--- src/rtl/pwm2_pkg.sv ---
// pwm2_pkg: shared constants, field-position helpers and types for the
// dual-channel high/low-count PWM. Assumes two channels packed into one
// control word, with per-channel field offsets that are linear in the index.
package pwm2_pkg;

    localparam int NUM_CH  = 2;
    localparam int CNT_W   = 16;
    localparam int PRE_W   = 7;
    localparam int SEL_W   = 2;
    localparam int NUM_SRC = 1 << SEL_W;
    localparam int DATA_W  = 32;
    localparam int ADDR_W  = 2;

    typedef enum logic {
        PH_HIGH = 1'b0,
        PH_LOW  = 1'b1
    } phase_t;

    // Bit position of a channel's run-enable flag in the control word.
    function automatic int run_bit(input int ch);
        return ch;
    endfunction

    // Lowest bit of a channel's tick-source select field.
    function automatic int src_lsb(input int ch);
        return 4 + SEL_W * ch;
    endfunction

    // Lowest bit of a channel's prescaler field.
    function automatic int div_lsb(input int ch);
        return 8 + 8 * ch;
    endfunction

    // Bit position of a channel's count-gate flag.
    function automatic int gate_bit(input int ch);
        return 15 + 8 * ch;
    endfunction

endpackage

--- src/rtl/pwm2_regs.sv ---
// pwm2_regs: register file for the PWM. It holds one phase-length word per
// channel and one shared control word. Assumes single-cycle writes and a
// combinational read of the addressed word. Unmapped addresses read zero and
// ignore writes.
module pwm2_regs
    import pwm2_pkg::*;
#(
    parameter int N_CH   = NUM_CH,
    parameter int D_W    = DATA_W,
    parameter int A_W    = ADDR_W
) (
    input  logic                       clk,
    input  logic                       rst_n,
    input  logic                       wr_en,
    input  logic [A_W-1:0]             addr,
    input  logic [D_W-1:0]             wdata,
    output logic [D_W-1:0]             rdata,
    output logic [N_CH-1:0][D_W-1:0]   lengths_q,
    output logic [D_W-1:0]             ctrl_q
);

    localparam logic [A_W-1:0] CTRL_ADDR = A_W'(N_CH);

    // Capture the per-channel length words.
    for (genvar ch = 0; ch < N_CH; ch++) begin : g_len
        localparam logic [A_W-1:0] MY_ADDR = A_W'(ch);
        always_ff @(posedge clk) begin
            if (!rst_n) begin
                lengths_q[ch] <= '0;
            end else if (wr_en && addr == MY_ADDR) begin
                lengths_q[ch] <= wdata;
            end
        end
    end

    // Capture the shared control word.
    always_ff @(posedge clk) begin
        if (!rst_n) begin
            ctrl_q <= '0;
        end else if (wr_en && addr == CTRL_ADDR) begin
            ctrl_q <= wdata;
        end
    end

    // Return the addressed word for a read.
    always_comb begin
        rdata = '0;
        for (int ch = 0; ch < N_CH; ch++) begin
            if (addr == A_W'(ch)) begin
                rdata = lengths_q[ch];
            end
        end
        if (addr == CTRL_ADDR) begin
            rdata = ctrl_q;
        end
    end

endmodule

--- src/rtl/pwm2_prescale.sv ---
// pwm2_prescale: picks one of the candidate tick inputs and divides it by
// div+1. The divider counts only while the gate is set. It is held cleared
// while clr is high, so the first divided tick after a start is a full one.
// Assumes the tick inputs are synchronous one-cycle clock enables.
module pwm2_prescale
    import pwm2_pkg::*;
#(
    parameter int P_W   = PRE_W,
    parameter int S_W   = SEL_W,
    localparam int N_S  = 1 << S_W
) (
    input  logic            clk,
    input  logic            rst_n,
    input  logic            clr,
    input  logic [N_S-1:0]  src,
    input  logic [S_W-1:0]  sel,
    input  logic            gate,
    input  logic [P_W-1:0]  div,
    output logic            ptick
);

    logic [P_W-1:0] pcnt_q;
    logic           picked;
    logic           wrap;

    // Select the chosen tick source.
    always_comb begin
        picked = src[sel];
    end

    // Decide whether this tick ends a divide period.
    always_comb begin
        wrap  = (pcnt_q >= div);
        ptick = !clr && gate && picked && wrap;
    end

    // Advance the divider on gated, selected ticks.
    always_ff @(posedge clk) begin
        if (!rst_n || clr) begin
            pcnt_q <= '0;
        end else if (gate && picked) begin
            if (wrap) begin
                pcnt_q <= '0;
            end else begin
                pcnt_q <= pcnt_q + 1'b1;
            end
        end
    end

endmodule

--- src/rtl/pwm2_phase_gen.sv ---
// pwm2_phase_gen: alternates a high phase and a low phase whose lengths are
// counted in prescaled ticks. Lengths come from shadow copies. The shadows
// follow the registers while the channel is stopped and reload only at phase
// boundaries while it runs. Stopping forces the output low and rearms the
// channel in the high phase with its count cleared.
module pwm2_phase_gen
    import pwm2_pkg::*;
#(
    parameter int C_W = CNT_W
) (
    input  logic            clk,
    input  logic            rst_n,
    input  logic            run,
    input  logic            ptick,
    input  logic [C_W-1:0]  hi_len,
    input  logic [C_W-1:0]  lo_len,
    output logic            pwm
);

    phase_t         phase_q;
    logic [C_W-1:0] cnt_q;
    logic [C_W-1:0] hi_sh_q;
    logic [C_W-1:0] lo_sh_q;
    logic [C_W-1:0] cur_len;
    logic [C_W:0]   cnt_inc;
    logic           phase_done;

    // Work out whether the current phase ends on this tick.
    always_comb begin
        cur_len    = (phase_q == PH_HIGH) ? hi_sh_q : lo_sh_q;
        cnt_inc    = {1'b0, cnt_q} + 1'b1;
        phase_done = (cur_len == '0) || (cnt_inc >= {1'b0, cur_len});
    end

    // Step the phase state and reload the shadows at boundaries.
    always_ff @(posedge clk) begin
        if (!rst_n) begin
            phase_q <= PH_HIGH;
            cnt_q   <= '0;
            hi_sh_q <= '0;
            lo_sh_q <= '0;
        end else if (!run) begin
            phase_q <= PH_HIGH;
            cnt_q   <= '0;
            hi_sh_q <= hi_len;
            lo_sh_q <= lo_len;
        end else if (ptick) begin
            if (phase_done) begin
                phase_q <= (phase_q == PH_HIGH) ? PH_LOW : PH_HIGH;
                cnt_q   <= '0;
                hi_sh_q <= hi_len;
                lo_sh_q <= lo_len;
            end else begin
                cnt_q   <= cnt_inc[C_W-1:0];
            end
        end
    end

    // Drive the pin. A zero high length never shows high. A zero low
    // length keeps the high level through the low phase.
    always_comb begin
        pwm = run && (hi_sh_q != '0) &&
              ((phase_q == PH_HIGH) || (lo_sh_q == '0));
    end

endmodule

--- src/rtl/pwm2_top.sv ---
// pwm2_top: dual-channel PWM. It holds a small register file and, per
// channel, a tick selector/prescaler and a high/low phase generator. Assumes
// a synchronous bus in the clk domain and tick sources that are clock
// enables in that domain.
module pwm2_top
    import pwm2_pkg::*;
(
    input  logic               clk,
    input  logic               rst_n,
    input  logic               bus_wr,
    input  logic [ADDR_W-1:0]  bus_addr,
    input  logic [DATA_W-1:0]  bus_wdata,
    output logic [DATA_W-1:0]  bus_rdata,
    input  logic [NUM_SRC-1:0] tick_a,
    input  logic [NUM_SRC-1:0] tick_b,
    output logic [NUM_CH-1:0]  pwm_out
);

    logic [NUM_CH-1:0][DATA_W-1:0]  lengths_q;
    logic [DATA_W-1:0]              ctrl_q;
    logic [NUM_CH-1:0][NUM_SRC-1:0] src_all;
    logic [NUM_CH-1:0]              run_v;
    logic [NUM_CH-1:0]              gate_v;
    logic [NUM_CH-1:0]              ptick;

    // Gather the tick sources into one array indexed by channel.
    always_comb begin
        src_all[0] = tick_a;
        src_all[1] = tick_b;
    end

    pwm2_regs #(
        .N_CH (NUM_CH),
        .D_W  (DATA_W),
        .A_W  (ADDR_W)
    ) u_regs (
        .clk       (clk),
        .rst_n     (rst_n),
        .wr_en     (bus_wr),
        .addr      (bus_addr),
        .wdata     (bus_wdata),
        .rdata     (bus_rdata),
        .lengths_q (lengths_q),
        .ctrl_q    (ctrl_q)
    );

    for (genvar ch = 0; ch < NUM_CH; ch++) begin : g_ch
        localparam int RB = run_bit(ch);
        localparam int SL = src_lsb(ch);
        localparam int DL = div_lsb(ch);
        localparam int GB = gate_bit(ch);

        // Pull this channel's control fields out of the shared word.
        always_comb begin
            run_v[ch]  = ctrl_q[RB];
            gate_v[ch] = ctrl_q[GB];
        end

        pwm2_prescale #(
            .P_W (PRE_W),
            .S_W (SEL_W)
        ) u_pre (
            .clk   (clk),
            .rst_n (rst_n),
            .clr   (!ctrl_q[RB]),
            .src   (src_all[ch]),
            .sel   (ctrl_q[SL +: SEL_W]),
            .gate  (ctrl_q[GB]),
            .div   (ctrl_q[DL +: PRE_W]),
            .ptick (ptick[ch])
        );

        pwm2_phase_gen #(
            .C_W (CNT_W)
        ) u_phase (
            .clk    (clk),
            .rst_n  (rst_n),
            .run    (ctrl_q[RB]),
            .ptick  (ptick[ch]),
            .hi_len (lengths_q[ch][2*CNT_W-1:CNT_W]),
            .lo_len (lengths_q[ch][CNT_W-1:0]),
            .pwm    (pwm_out[ch])
        );
    end

endmodule

--- config.mk ---
export PLATFORM = sky130hd
export DESIGN_NAME = pwm2_top
export DESIGN_NICKNAME = d
export VERILOG_FILES = /design/src/rtl/pwm2_pkg.sv /design/src/rtl/pwm2_regs.sv /design/src/rtl/pwm2_prescale.sv /design/src/rtl/pwm2_phase_gen.sv /design/src/rtl/pwm2_top.sv
export SDC_FILE = /design/constraint.sdc
export NUM_CORES = 1
export LEC_CHECK = 0
export ABC_AREA = 1
export BUFFER_PORTS_ARGS = -buffer_cell sky130_fd_sc_hd__buf_2
export CAP_MARGIN = 20
export CORE_ASPECT_RATIO = 0.5
export CORE_MARGIN = 4
export CORE_UTILIZATION = 56
export DETAILED_ROUTE_END_ITERATION = 6
export GPL_TIMING_DRIVEN = 0
export PLACE_DENSITY_LB_ADDON = 0.2
export REMOVE_ABC_BUFFERS = 1
export SYNTH_ARGS = -nofsm -noshare
export SYNTH_HDL_FRONTEND = slang
export SYNTH_HIERARCHICAL = 1
export SYNTH_SLANG_ARGS = --single-unit
--- constraint.sdc ---
create_clock -name clk -period 3.2 [get_ports clk]
set_input_delay 0.16 -clock clk [delete_from_list [all_inputs] [get_ports clk]]
set_output_delay 0.16 -clock clk [all_outputs]
set_load 0.005 [all_outputs]
-- Yosys cells after proc, flatten, opt, wreduce, memory -nomap -nowiden
Index checks and enable logic that the tools add are counted.
- bits in registers: 208
- word-level logic and storage cells: 95
- $add $sub $neg: 4
- $lt $le $gt $ge: 6
- equal/unequal tests: 6
- muxes and demuxes: 27
- bitwise logic cells: 2
- reductions and logical operators: 37
- operators with widths (operator ; number):
    $mux 16 ; 16
    $mux 32 ; 3
    $logic_not 16->1 ; 4
    $add 16x1->17 const B ; 2
    $ge 17x16->1 ; 2
    $reduce_bool 16->1 ; 2
    $logic_and 1x1->1 ; 15
    $add 7x1->7 const B ; 2
    $ge 7x7->1 ; 2
    $mux 7 ; 2
    $reduce_and 2->1 ; 6
    $ne 2x1->1 const B ; 4
    $logic_or 1x1->1 ; 6
    $lt 2x3->1 const B ; 2
    $bmux 1 s2 ; 2
    $mux 1 ; 4
    $logic_not 1->1 ; 3
    $eq 2x1->1 const B ; 1
    $eq 2x2->1 const B ; 1
    $logic_not 2->1 ; 1
    $not 1->1 ; 2

-- Longest topological paths before layout
Gate-level depths: netlist of the first run.
- depth in word-level cells: 6
- depth in mapped cells: 21
- mapped depth without buffers: 20

-- Modules after synthesis
Netlist of the first run, hierarchy kept.
- modules (own cells, without submodules) (module ; times used ; cells an instance ; area an instance (um2)):
    pwm2_regs ; 1 ; 757 ; 4579.4
    pwm2_phase_gen (g_ch[1].u_phase) ; 1 ; 533 ; 3280.6
    pwm2_phase_gen (g_ch[0].u_phase) ; 1 ; 497 ; 3184.3
    pwm2_prescale ; 2 ; 112 ; 665.6
    pwm2_top ; 1 ; 2 ; 7.5

-- Worst setup path before layout of the first run
OpenSTA, ideal clock, no wires.
- path kind: reg2reg
- start: register g_ch[0].u_phase.cnt_q[0]
- end: register g_ch[0].u_phase.hi_sh_q[0]
- setup time: 115 ps
- arrival: 2513 ps
- data required time: 3085 ps
- slack: 572 ps
- cell stages (with the launch flop): 21
- path buffers: 1
- clock period less this slack: 2628 ps
- cell sequence: dfxtp_1 -> ha_1 -> nand3_1 -> inv_1 -> nand2_1 -> nor2_1 -> nand2_1 -> xor2_1 -> inv_1 -> ha_1 -> inv_1 -> nor3_1 -> nand2_1 -> nor2_1 -> nor2_1 -> nand2_1 -> nor2_4 -> nand3_4 -> buf_4 -> a21oi_1 -> nor2_1
- cells in the longest elaborated chain, start to end: 5
- RTL lines (what ; line ; RTL):
    start: declaration ; pwm2_phase_gen.sv:21 ; logic [C_W-1:0] cnt_q;
    start signal: assignment ; pwm2_phase_gen.sv:54 ; cnt_q <= cnt_inc[C_W-1:0];
    $add 16x1->17 ; pwm2_phase_gen.sv:31 ; cnt_inc = {1'b0, cnt_q} + 1'b1;
    $ge 17x16->1 ; pwm2_phase_gen.sv:32 ; phase_done = (cur_len == '0) || (cnt_inc >= {1'b0, cur_len});
    $logic_or 1x1->1 ; pwm2_phase_gen.sv:32 ;
    $ne 2x1->1 (no line) ; n/a ;
    $reduce_and 2->1 (no line) ; n/a ;
    end signal: assignment ; pwm2_phase_gen.sv:45 ; hi_sh_q <= hi_len;
    end signal: assignment ; pwm2_phase_gen.sv:51 ; hi_sh_q <= hi_len;
    end: declaration ; pwm2_phase_gen.sv:22 ; logic [C_W-1:0] hi_sh_q;
Every way passes these cells.
A chain may end at the register's enable or synchronous reset.

-- Final worst setup path of the first run
- start: register u_regs.ctrl_q[0]
- end: register g_ch[0].u_phase.hi_sh_q[3]
- cells in the longest elaborated chain, start to end: 5
- elaborated cells between the ends (all ways): 7
- classes of those cells: eq/ne: 2; mux: 1; reduce/logical: 4
- RTL lines (what ; line ; RTL):
    start: declaration ; pwm2_regs.sv:19 ; output logic [D_W-1:0] ctrl_q
    start signal: assignment ; pwm2_regs.sv:41 ; ctrl_q <= wdata;
    $logic_and 1x1->1 (3 in a row) ; pwm2_prescale.sv:34 ; ptick = !clr && gate && picked && wrap;
    named net ptick[0] ; pwm2_top.sv:24 ; logic [NUM_CH-1:0] ptick;
    $ne 2x1->1 (no line) ; n/a ;
    $reduce_and 2->1 (no line) ; n/a ;
The timed path passes the listed nets, and every way through them passes these cells.

==> impl_metrics.csv, run 1 <==
group,metric,value,unit
die,rows,38,
die,num_io_pins,79,
sta,hold_violations,0,
worst_hold_path,hold-path-cell-count,3,
place,portBuffers,78,
clock_network,clk_pin_slew,60,ps
sta,maxSlewHeadroom,35.16,%
die,die_w,218.3,um
worst_setup_path,path_max_fanout,42,
sta,post-route-period-util,94.37,%
worst_setup_path,critPathLaunch,"u_regs/ctrl_q[0]",
worst_setup_path,cp-end-kind,"register",
synthesis,synth-seq-cells,208,
sta,worst_pin_slew,970.3,ps
clock_network,cts_tree,"built",
synthesis,synth_area_per_cell,6.152,um2
pwr,p_per_area,461.6,mW/mm2
sta,finalClockSkew,14.04,ps
worst_setup_path,reg2reg_depth,9,
place,routabilityCongestion,0.8738,
global_route,overflow,0,
layout,fill_cells,2086,
die,die_h,113.2,um
place,hpwlAfterDp,21.64,mm
worst_setup_path,slowest_stage,"dfxtp_1",
clock_network,ctsHtreeMaxLevel,1,
route,drt_first_pass_iters,7,
route,routed_via_density,5.233,
global_route,track_usage,26.60,%
route,totalWireLength,33.55,mm
worst_setup_path,path_depth,9,
die,initial_core_util,57.12,%
synthesis,syn_area,0.01238,mm2
worst_hold_path,hold_class,"in -> reg",
route,vias,12471,
pwr,leakage,7.191,nW
worst_setup_path,worstPathRequired,3610,ps
place,dp_cells,2301,
sta,fin_ws,180.0,ps
layout,final_cell_mix,"575 x nand2_1, 305 x inv_1, 292 x nor2_1",
sta,tns,0,ps
synthesis,synthCells,2013,
worst_setup_path,max_stage_delay,870,ps
global_route,grt_pass1_vias,10740,
worst_setup_path,cp.arrival,3430,ps
layout,num-nets-final,2166,
layout,layout-drive-gt1-share,9.554,%
die,dieArea,0.02470,mm2
sta,period_needed,3020,ps
layout,final_cell_area,0.01420,mm2
synthesis,synth_seq_area_share,33.63,%
outcome,run_status,"finished, final reports clean",
route,drt_iter0_markers,1322,
clock_network,cts_sinks,208,
worst_setup_path,path_cells,"inv_1, nor2_2, buf_8, clkinvlp_4, nand2_4, buf_12, nand3_2, nand2_1, nor2_1",
run,drv_cap,0,
global_route,grt_pass1_wl,54.68,mm
layout,final_cells,2383,
clock_network,cts_buffer_depth,3,
worst_setup_path,criticalPathCategory,"reg -> reg",
route,drt-wirelength-per-cell,14.08,um
place,place_area,0.01287,mm2
sta,fmax,331.1,MHz
place,dp_slack,-752.5,ps
layout,area_growth,14.64,%
die,core,0.02168,mm2
global_route,antenna_found_initial,0,
synthesis,synth.distinct_cells,35,
sta,report.final.slew_viol_count,0,
worst_setup_path,r2r-start,"u_regs/ctrl_q[0]",
worst_setup_path,crit_path_start_kind,"register",
clock_network,clk-insertion-delay-late,520,ps
synthesis,yosys_warnings,6,
layout,fin_util,65.48,%
worst_setup_path,crit_family,"buffers and inverters",
route,detail-route-antenna-nets,0,
sta,setup_viol,0,
layout,diodes,0,
global_route,grt_max_degree,114,
route,drc,0,
sta,rsz0062_at_grt,"yes",
clock_network,cts_root_buf,"clkbuf_16",
pwr,ir_worst_vdd,0.2692,mV
layout,final_common_cell,"nand2_1",
worst_setup_path,crit_buf_inv,4,
worst_hold_path,worstHoldStart,"rst_n",
clock_network,numCtsBuffers,21,
[synthesized netlist by cell type (all sizes together)]
cell	count	area share, %
nor4	10	0.51
nor3	7	0.28
clkinv	1	0.030
dfxtp	208	34
a31oi	1	0.051
xnor2	14	0.99
o31ai	1	0.061
buf	70	3.3
nor3b	1	0.061
o21a	1	0.061
nand4	48	2.4
nand3b	3	0.18
a21oi	145	5.9
nand2	589	18
nand3	175	7.5
o21ai	21	0.85
a21o	3	0.18
o21bai	2	0.12
xor2	13	0.92
nor2b	1	0.051
nor2	307	9.5
inv	312	9.5
ha	50	5.1
clkbuf	30	0.91
[repair_timing]
item	4_1_cts	5_1_grt
pin swaps	6	10
endpoints found under the hold margin	93	0
setup endpoints to repair	66	87
gates resized for setup	13	39
cloned	6	1
setup buffers	6	2
hold buffers	32	0
[power by group]
group          internal, mW  switching (mW)
clock network          1.32            1.06
logic                 0.472           0.848
registers              2.73           0.122
total                  4.52            2.03
[area by class of cell]
type | count | area, um2 | share of cell area, %
Timing Repair Buffer | 128 | 1003 | 7.069
Sequential cell | 208 | 4174 | 29.40
Clock inverter | 7 | 75.07 | 0.5288
Clock buffer | 28 | 561.8 | 3.957
Multi-Input combinational cell | 1399 | 6823 | 48.06
Inverter | 313 | 1184 | 8.338
Tap cell | 300 | 375.4 | 2.644
[stage by stage]
stage / power, mW / hold WS, ps
after global routing: 6.876 / 59.81
final: 6.552 / 49.90
after floorplan: 3.604 / 280.4
after global placement: 3.954 / 416.2
after CTS: 6.528 / 43.71
after detailed placement: 3.978 / 419.5
[logic make-up (layout without fill, tap and decap cells)]
family	Yosys count	after routing	share of synthesized area (%)
buf+inv	413	476	13.70
flops	208	208	33.63
xor+xnor	27	27	1.910
simple gates	1141	1148	38.53
fa+ha+maj	50	50	5.052
compound gates	174	174	7.184
[layer usage]
metal	routed length (um)	vias to the layer above	GRT usage, %
met5	0	-	0
met4	401	0	4.291
met3	3051	32	6.386
met2	13980	410	39.21
met1	16110	5673	40.07
li1	-	6356	-
[path summary, 6_finish.rpt]
| check | to | slack [ps] |
|---|---|---|
| max | g_ch[0].u_phase/hi_sh_q[3] | 180 |
| min | u_regs/lengths_q[3] | 50 |
| max reg2reg | g_ch[0].u_phase/hi_sh_q[3] | 180 |
| min reg2reg | g_ch[1].u_phase/hi_sh_q[14] | 480 |
[worst reg2reg max path, cell delays in order, from the launching register on]
cell and delay [ps]:
dfxtp_1 870, inv_1 330, nor2_2 210, buf_8 210
clkinvlp_4 350, nand2_4 360, buf_12 270, nand3_2 120
nand2_1 140, nor2_1 60
[registers in the layout, summed over array words and instances (netlist names)]
register and cells:
g_ch.u_phase/lo_sh_q 32, g_ch.u_phase/phase_q 2, g_ch.u_phase/cnt_q 32, u_regs/ctrl_q 32, g_ch.u_pre/pcnt_q 14, g_ch.u_phase/hi_sh_q 32
u_regs/lengths_q 64
No activity file was read; power rests on OpenSTA's default activity.
==> run 2, diff against run 1 <==
--- a/config.mk
+++ b/config.mk
@@ -14,6 +14,7 @@
 export DETAILED_ROUTE_END_ITERATION = 6
 export GPL_TIMING_DRIVEN = 0
 export PLACE_DENSITY_LB_ADDON = 0.2
+export RECOVER_POWER = 25
 export REMOVE_ABC_BUFFERS = 1
 export SYNTH_ARGS = -nofsm -noshare
 export SYNTH_HDL_FRONTEND = slang
==> run 2 against run 1 <==
- the run now ends with max-capacitance violations, max-slew violations left
- combinational power about the same
- fmax shrank 0.46%
- highest routed layer unchanged
- via count about the same
- critical path type unchanged
- largest cell class unchanged
- sequential power hardly changed
- setup slack worse by 14 ps
- global-route usage stayed put
- critical endpoint unchanged
- power hardly changed
- non-clock buffer count stayed put
- first-iteration DRC count about the same
==> impl_metrics.csv, run 2 (same netlist as run 1, synthesis figures left out) <==
group,metric,value,unit
outcome,run_status,"finished with violations",
outcome,violations,"max-capacitance violations, max-slew violations",
die,dieArea,0.02470,mm2
worst_setup_path,worstPathRequired,3610,ps
clock_network,clk_pin_slew,60,ps
global_route,overflow,0,
global_route,grt_pass1_wl,54.68,mm
sta,setup_viol,0,
layout,num-nets-final,2166,
worst_setup_path,criticalPathCategory,"reg -> reg",
sta,maxSlewHeadroom,-15.48,%
place,routabilityCongestion,0.8738,
global_route,grt_pass1_vias,10740,
die,die_h,113.2,um
route,drt-wirelength-per-cell,14.08,um
route,detail-route-antenna-nets,0,
place,hpwlAfterDp,21.64,mm
worst_hold_path,hold_class,"in -> reg",
clock_network,cts_tree,"built",
sta,fmax,329.6,MHz
die,die_w,218.3,um
clock_network,cts_root_buf,"clkbuf_16",
sta,rsz0062_at_grt,"yes",
sta,period_needed,3034,ps
clock_network,numCtsBuffers,21,
worst_setup_path,crit_path_start_kind,"register",
clock_network,clk-insertion-delay-late,520,ps
die,num_io_pins,79,
layout,area_growth,14.35,%
sta,finalClockSkew,13.82,ps
pwr,p_per_area,462.9,mW/mm2
layout,final_common_cell,"nand2_1",
global_route,grt_max_degree,114,
clock_network,ctsHtreeMaxLevel,1,
sta,report.final.slew_viol_count,73,
sta,tns,0,ps
pwr,ir_worst_vdd,0.2687,mV
layout,layout-drive-gt1-share,9.265,%
pwr,leakage,7.176,nW
sta,worst_pin_slew,1732,ps
run,drv_cap,2,
route,drc,0,
place,portBuffers,78,
worst_setup_path,cp.arrival,3440,ps
pwr,total_power,6.555,mW
clock_network,cts_buffer_depth,3,
sta,post-route-period-util,94.81,%
layout,final_cell_mix,"575 x nand2_1, 305 x inv_1, 293 x nor2_1",
route,routed_via_density,5.229,
worst_setup_path,path_max_fanout,42,
die,initial_core_util,57.12,%
route,totalWireLength,33.55,mm
clock_network,cts_sinks,208,
layout,largest_reg_flops,64,
die,rows,38,
worst_setup_path,cp-end-kind,"register",
sta,hold_violations,0,
layout,fill_cells,2095,
route,drt_iter0_markers,1321,
layout,fin_util,65.31,%
route,drt_first_pass_iters,5,
route,vias,12460,
layout,regMostFlops,"u_regs/lengths_q",
global_route,antenna_found_initial,0,
global_route,track_usage,26.60,%
layout,diodes,0,
die,core,0.02168,mm2
-- run 2: changes by cell type in the layout (fill, tap and decap cells not counted) --
cell,before,now
nor2_4,6,5
nand3_1,158,160
nand3_2,14,12
buf_12,9,8
nor2_1,292,293
clkbuf_1,6,9
buf_2,77,75
-- run 2: stage by stage --
step	cells	hold WS [ps]	area, um2	setup WS (ps)
floorplan	1913	280.4	11870	-497.1
global placement	2291	416.2	12630	-2645
detailed placement	2301	419.5	12870	-752.5
CTS	2380	43.71	14030	39.83
global route	2383	59.81	14160	-61.25
finish	2383	51.84	14160	166.0
-- run 2: per-layer routing --
metal,global-route usage [%],part of all wire [%]
met3,6.386,8.5
met5,0,0
met1,40.07,48
met4,4.291,1.2
met2,39.21,42
-- run 2: repair_timing --
item | in CTS | in global routing
setup buffers | 6 | 2
hold buffers | 32 | 0
resized for setup | 13 | 39
setup endpoints to repair | 66 | 87
pin swaps | 6 | 10
endpoints found under the hold margin | 93 | 0
gates cloned | 6 | 1
-- run 2: report_power, final --
part / leakage, nW / switching (mW) / internal [mW]
clock network: 0.314 / 1.07 / 1.32
logic: 5.16 / 0.845 / 0.470
registers: 1.70 / 0.122 / 2.73
-- run 2: layout make-up --
type,count,area [um2],share of cell area (%)
Tap cell,300,375.4,2.651
Sequential cell,208,4174,29.48
Inverter,313,1184,8.359
Timing Repair Buffer,128,984.7,6.954
Clock inverter,7,75.07,0.5302
Clock buffer,28,561.8,3.967
Multi-Input combinational cell,1399,6805,48.06
-- run 2: path summary, 6_finish.rpt --
path | startpoint | to | slack, ps | cells after the start
min | rst_n | g_ch[0].u_phase/lo_sh_q[2] | 50 | 3
min reg2reg | g_ch[1].u_phase/hi_sh_q[14] | g_ch[1].u_phase/hi_sh_q[14] | 480 | 2
max | u_regs/ctrl_q[0] | g_ch[0].u_phase/hi_sh_q[3] | 170 | 9
max reg2reg | u_regs/ctrl_q[0] | g_ch[0].u_phase/hi_sh_q[3] | 170 | 9
-- run 2: critical path, cell delays in order, from the launching register on --
cell and delay (ps):
dfxtp_1 890, inv_1 310, nor2_2 220, buf_8 210, clkinvlp_4 350, nand2_4 360
buf_12 260, nand3_2 90, nand2_1 140, nor2_1 60
==> run 3, diff against run 2 <==
==> constraint.sdc (replaced) <==
create_clock -name clk -period 3.2 [get_ports clk]
set_input_delay 0 -clock clk [delete_from_list [all_inputs] [get_ports clk]]
set_output_delay 0 -clock clk [all_outputs]
set_load 0.005 [all_outputs]
==> run 3 against run 2 <==
- the flow now finishes without violations
- die area unchanged
- register-to-register slack barely moved
- clock skew is essentially flat
- non-clock buffer count is 4 higher
- cell count grew 0.17%
- clock power is essentially flat
- fmax decreased by 0.17%
- count of clock-buffer cells in the layout unchanged
- sequential power is essentially flat
- worst hold slack better by 79 ps
- via count is 0.35% higher
- flip-flop and latch count stayed put
==> impl_metrics.csv, run 3 (same netlist as run 1, synthesis figures left out) <==
group,metric,value,unit
route,routed_via_density,5.238,
die,rows,38,
layout,fin_util,65.58,%
layout,final_cell_mix,"575 x nand2_1, 305 x inv_1, 293 x nor2_1",
layout,final_cells,2387,
clock_network,cts_buffer_depth,3,
clock_network,clk-insertion-delay-late,520,ps
run,drv_cap,0,
route,drc,0,
pwr,seq_power_share,43.4,%
place,dp_cells,2301,
route,drt-wirelength-per-cell,14.10,um
clock_network,ctsHtreeMaxLevel,1,
sta,fmax,329.0,MHz
layout,layout-drive-gt1-share,9.344,%
sta,report.final.slew_viol_count,0,
pwr,p_comb_share,20.2,%
worst_setup_path,worstPathRequired,3650,ps
worst_setup_path,crit_path_start_kind,"register",
outcome,run_status,"finished, final reports clean",
pwr,p_per_area,461.6,mW/mm2
pwr,switching_share,31.06,%
layout,diodes,0,
global_route,track_usage,26.66,%
global_route,grt_pass1_wl,54.81,mm
sta,rsz0062_at_grt,"yes",
die,initial_core_util,57.12,%
die,num_io_pins,79,
layout,final_common_cell,"nand2_1",
sta,period_needed,3039,ps
route,totalWireLength,33.66,mm
route,drt_iter0_markers,1282,
die,die_w,218.3,um
worst_setup_path,criticalPathCategory,"reg -> reg",
global_route,overflow,0,
sta,maxSlewHeadroom,13.38,%
layout,largest_reg_flops,64,
pwr,ir_worst_vdd,0.2689,mV
clock_network,cts_tree,"built",
worst_setup_path,max_stage_delay,440,ps
worst_setup_path,path_max_fanout,20,
sta,finalClockSkew,14.06,ps
route,vias,12503,
die,dieArea,0.02470,mm2
place,portBuffers,78,
clock_network,numCtsBuffers,21,
worst_setup_path,crit_top_cell,"nand2_1",
sta,post-route-period-util,94.97,%
clock_network,cts_sinks,208,
worst_setup_path,path_cells,"nand2_1, nor2_4, nand3_2, nor2_2, nand2_1, xor2_2, inv_1, ha_1, inv_1, o21bai_1, a21oi_1, nand2_1, nand2_8, nand3_4, nand3_1, nand2_1, nor2_1",
global_route,grt_max_degree,114,
clock_network,clk_pin_slew,60,ps
worst_setup_path,slowest_stage,"dfxtp_1",
layout,regMostFlops,"u_regs/lengths_q",
sta,setup_viol,0,
worst_setup_path,cp-end-kind,"register",
layout,area_growth,14.81,%
place,hpwlAfterDp,21.64,mm
clock_network,cts_root_buf,"clkbuf_16",
pwr,pwr-share-clk,36.4,%
pwr,p_sw,2.038,mW
sta,hold_violations,0,
pwr,p_int,4.525,mW
global_route,antenna_found_initial,0,
die,die_h,113.2,um
sta,worst_pin_slew,1296,ps
route,detail-route-antenna-nets,0,
worst_setup_path,cp.arrival,3490,ps
pwr,total_power,6.563,mW
route,drt_first_pass_iters,5,
global_route,grt_pass1_vias,10770,
die,core,0.02168,mm2
worst_hold_path,hold_class,"in -> reg",
pwr,leakage,7.205,nW
layout,num-nets-final,2170,
place,routabilityCongestion,0.8738,
## run 3: cell count changes in the layout (fill, tap and decap cells not counted)
cell,before,now
buf_12,8,9
clkbuf_1,9,7
buf_2,75,76
dlygate4sd3_1,32,36
## run 3: worst paths after layout
path / startpoint / end / slack [ps] / depth (start not counted)
worst max-delay path: g_ch[0].u_phase/cnt_q[3] / g_ch[0].u_phase/hi_sh_q[15] / 160 / 17
worst min register to register: g_ch[1].u_phase/hi_sh_q[14] / g_ch[1].u_phase/hi_sh_q[14] / 480 / 2
worst min-delay path: bus_wr / u_regs/lengths_q[3] / 130 / 3
worst max register to register: g_ch[0].u_phase/cnt_q[3] / g_ch[0].u_phase/hi_sh_q[15] / 160 / 17
## run 3: layer usage
| metal | GRT usage, % | share of wire [%] | vias up |
|---|---|---|---|
| met5 | 0 | 0 | - |
| met3 | 6.386 | 9.3 | 37 |
| li1 | - | - | 6364 |
| met1 | 40.11 | 48 | 5679 |
| met4 | 4.291 | 1.2 | 0 |
| met2 | 39.37 | 42 | 423 |
## run 3: worst max-delay path: cells and delay by family, from the launching register on
kind                     cells  cell delay, ps
AND/OR/NAND/NOR             11            1630
flip-flops                   1             440
adder cells (fa/ha/maj)      1             280
AO/OA/AOI/OAI                2             240
buffers and inverters        2             220
XOR/XNOR                     1             160
## run 3: final cells by class
class                   count  area (um2)
repair buffers            132        1042
inverters                 313        1184
fillers                  2087        7463
multi-input cells        1399        6805
flip-flops and latches    208        4174
well taps                 300       375.4
clock inverters             7       75.07
clock buffers              28       561.8
## run 3: timing repair
action | in CTS | in global routing
gates resized for setup | 13 | 39
endpoints found under the hold margin | 120 | 0
buffers inserted | 6 | 2
gates cloned | 6 | 1
pin swaps | 6 | 10
endpoints found under the setup margin | 66 | 87
hold buffers | 36 | 0
## run 3: power by group through the flow
stage                     logic, mW  registers [mW]  clock network (mW)
final                          1.32            2.85                2.39
after global routing           1.47            2.87                2.54
after CTS                      1.26            2.85                2.43
after detailed placement       1.08            2.90                   0
after global placement         1.06            2.90                   0
after floorplan               0.743            2.86                   0
## run 3: metrics by stage
stage | area (um2) | TNS (ps) | worst slack, ps | hold slack [ps]
2_1_floorplan | 11870 | -26640 | -497.1 | 120.4
3_3_place_gp | 12630 | -166420 | -2645 | 256.2
3_5_place_dp | 12870 | -39760 | -752.5 | 259.5
4_1_cts | 14070 | 0 | 39.83 | 124.5
5_1_grt | 14220 | -989.0 | -61.25 | 159.5
6_report | 14220 | 0 | 160.9 | 131.2
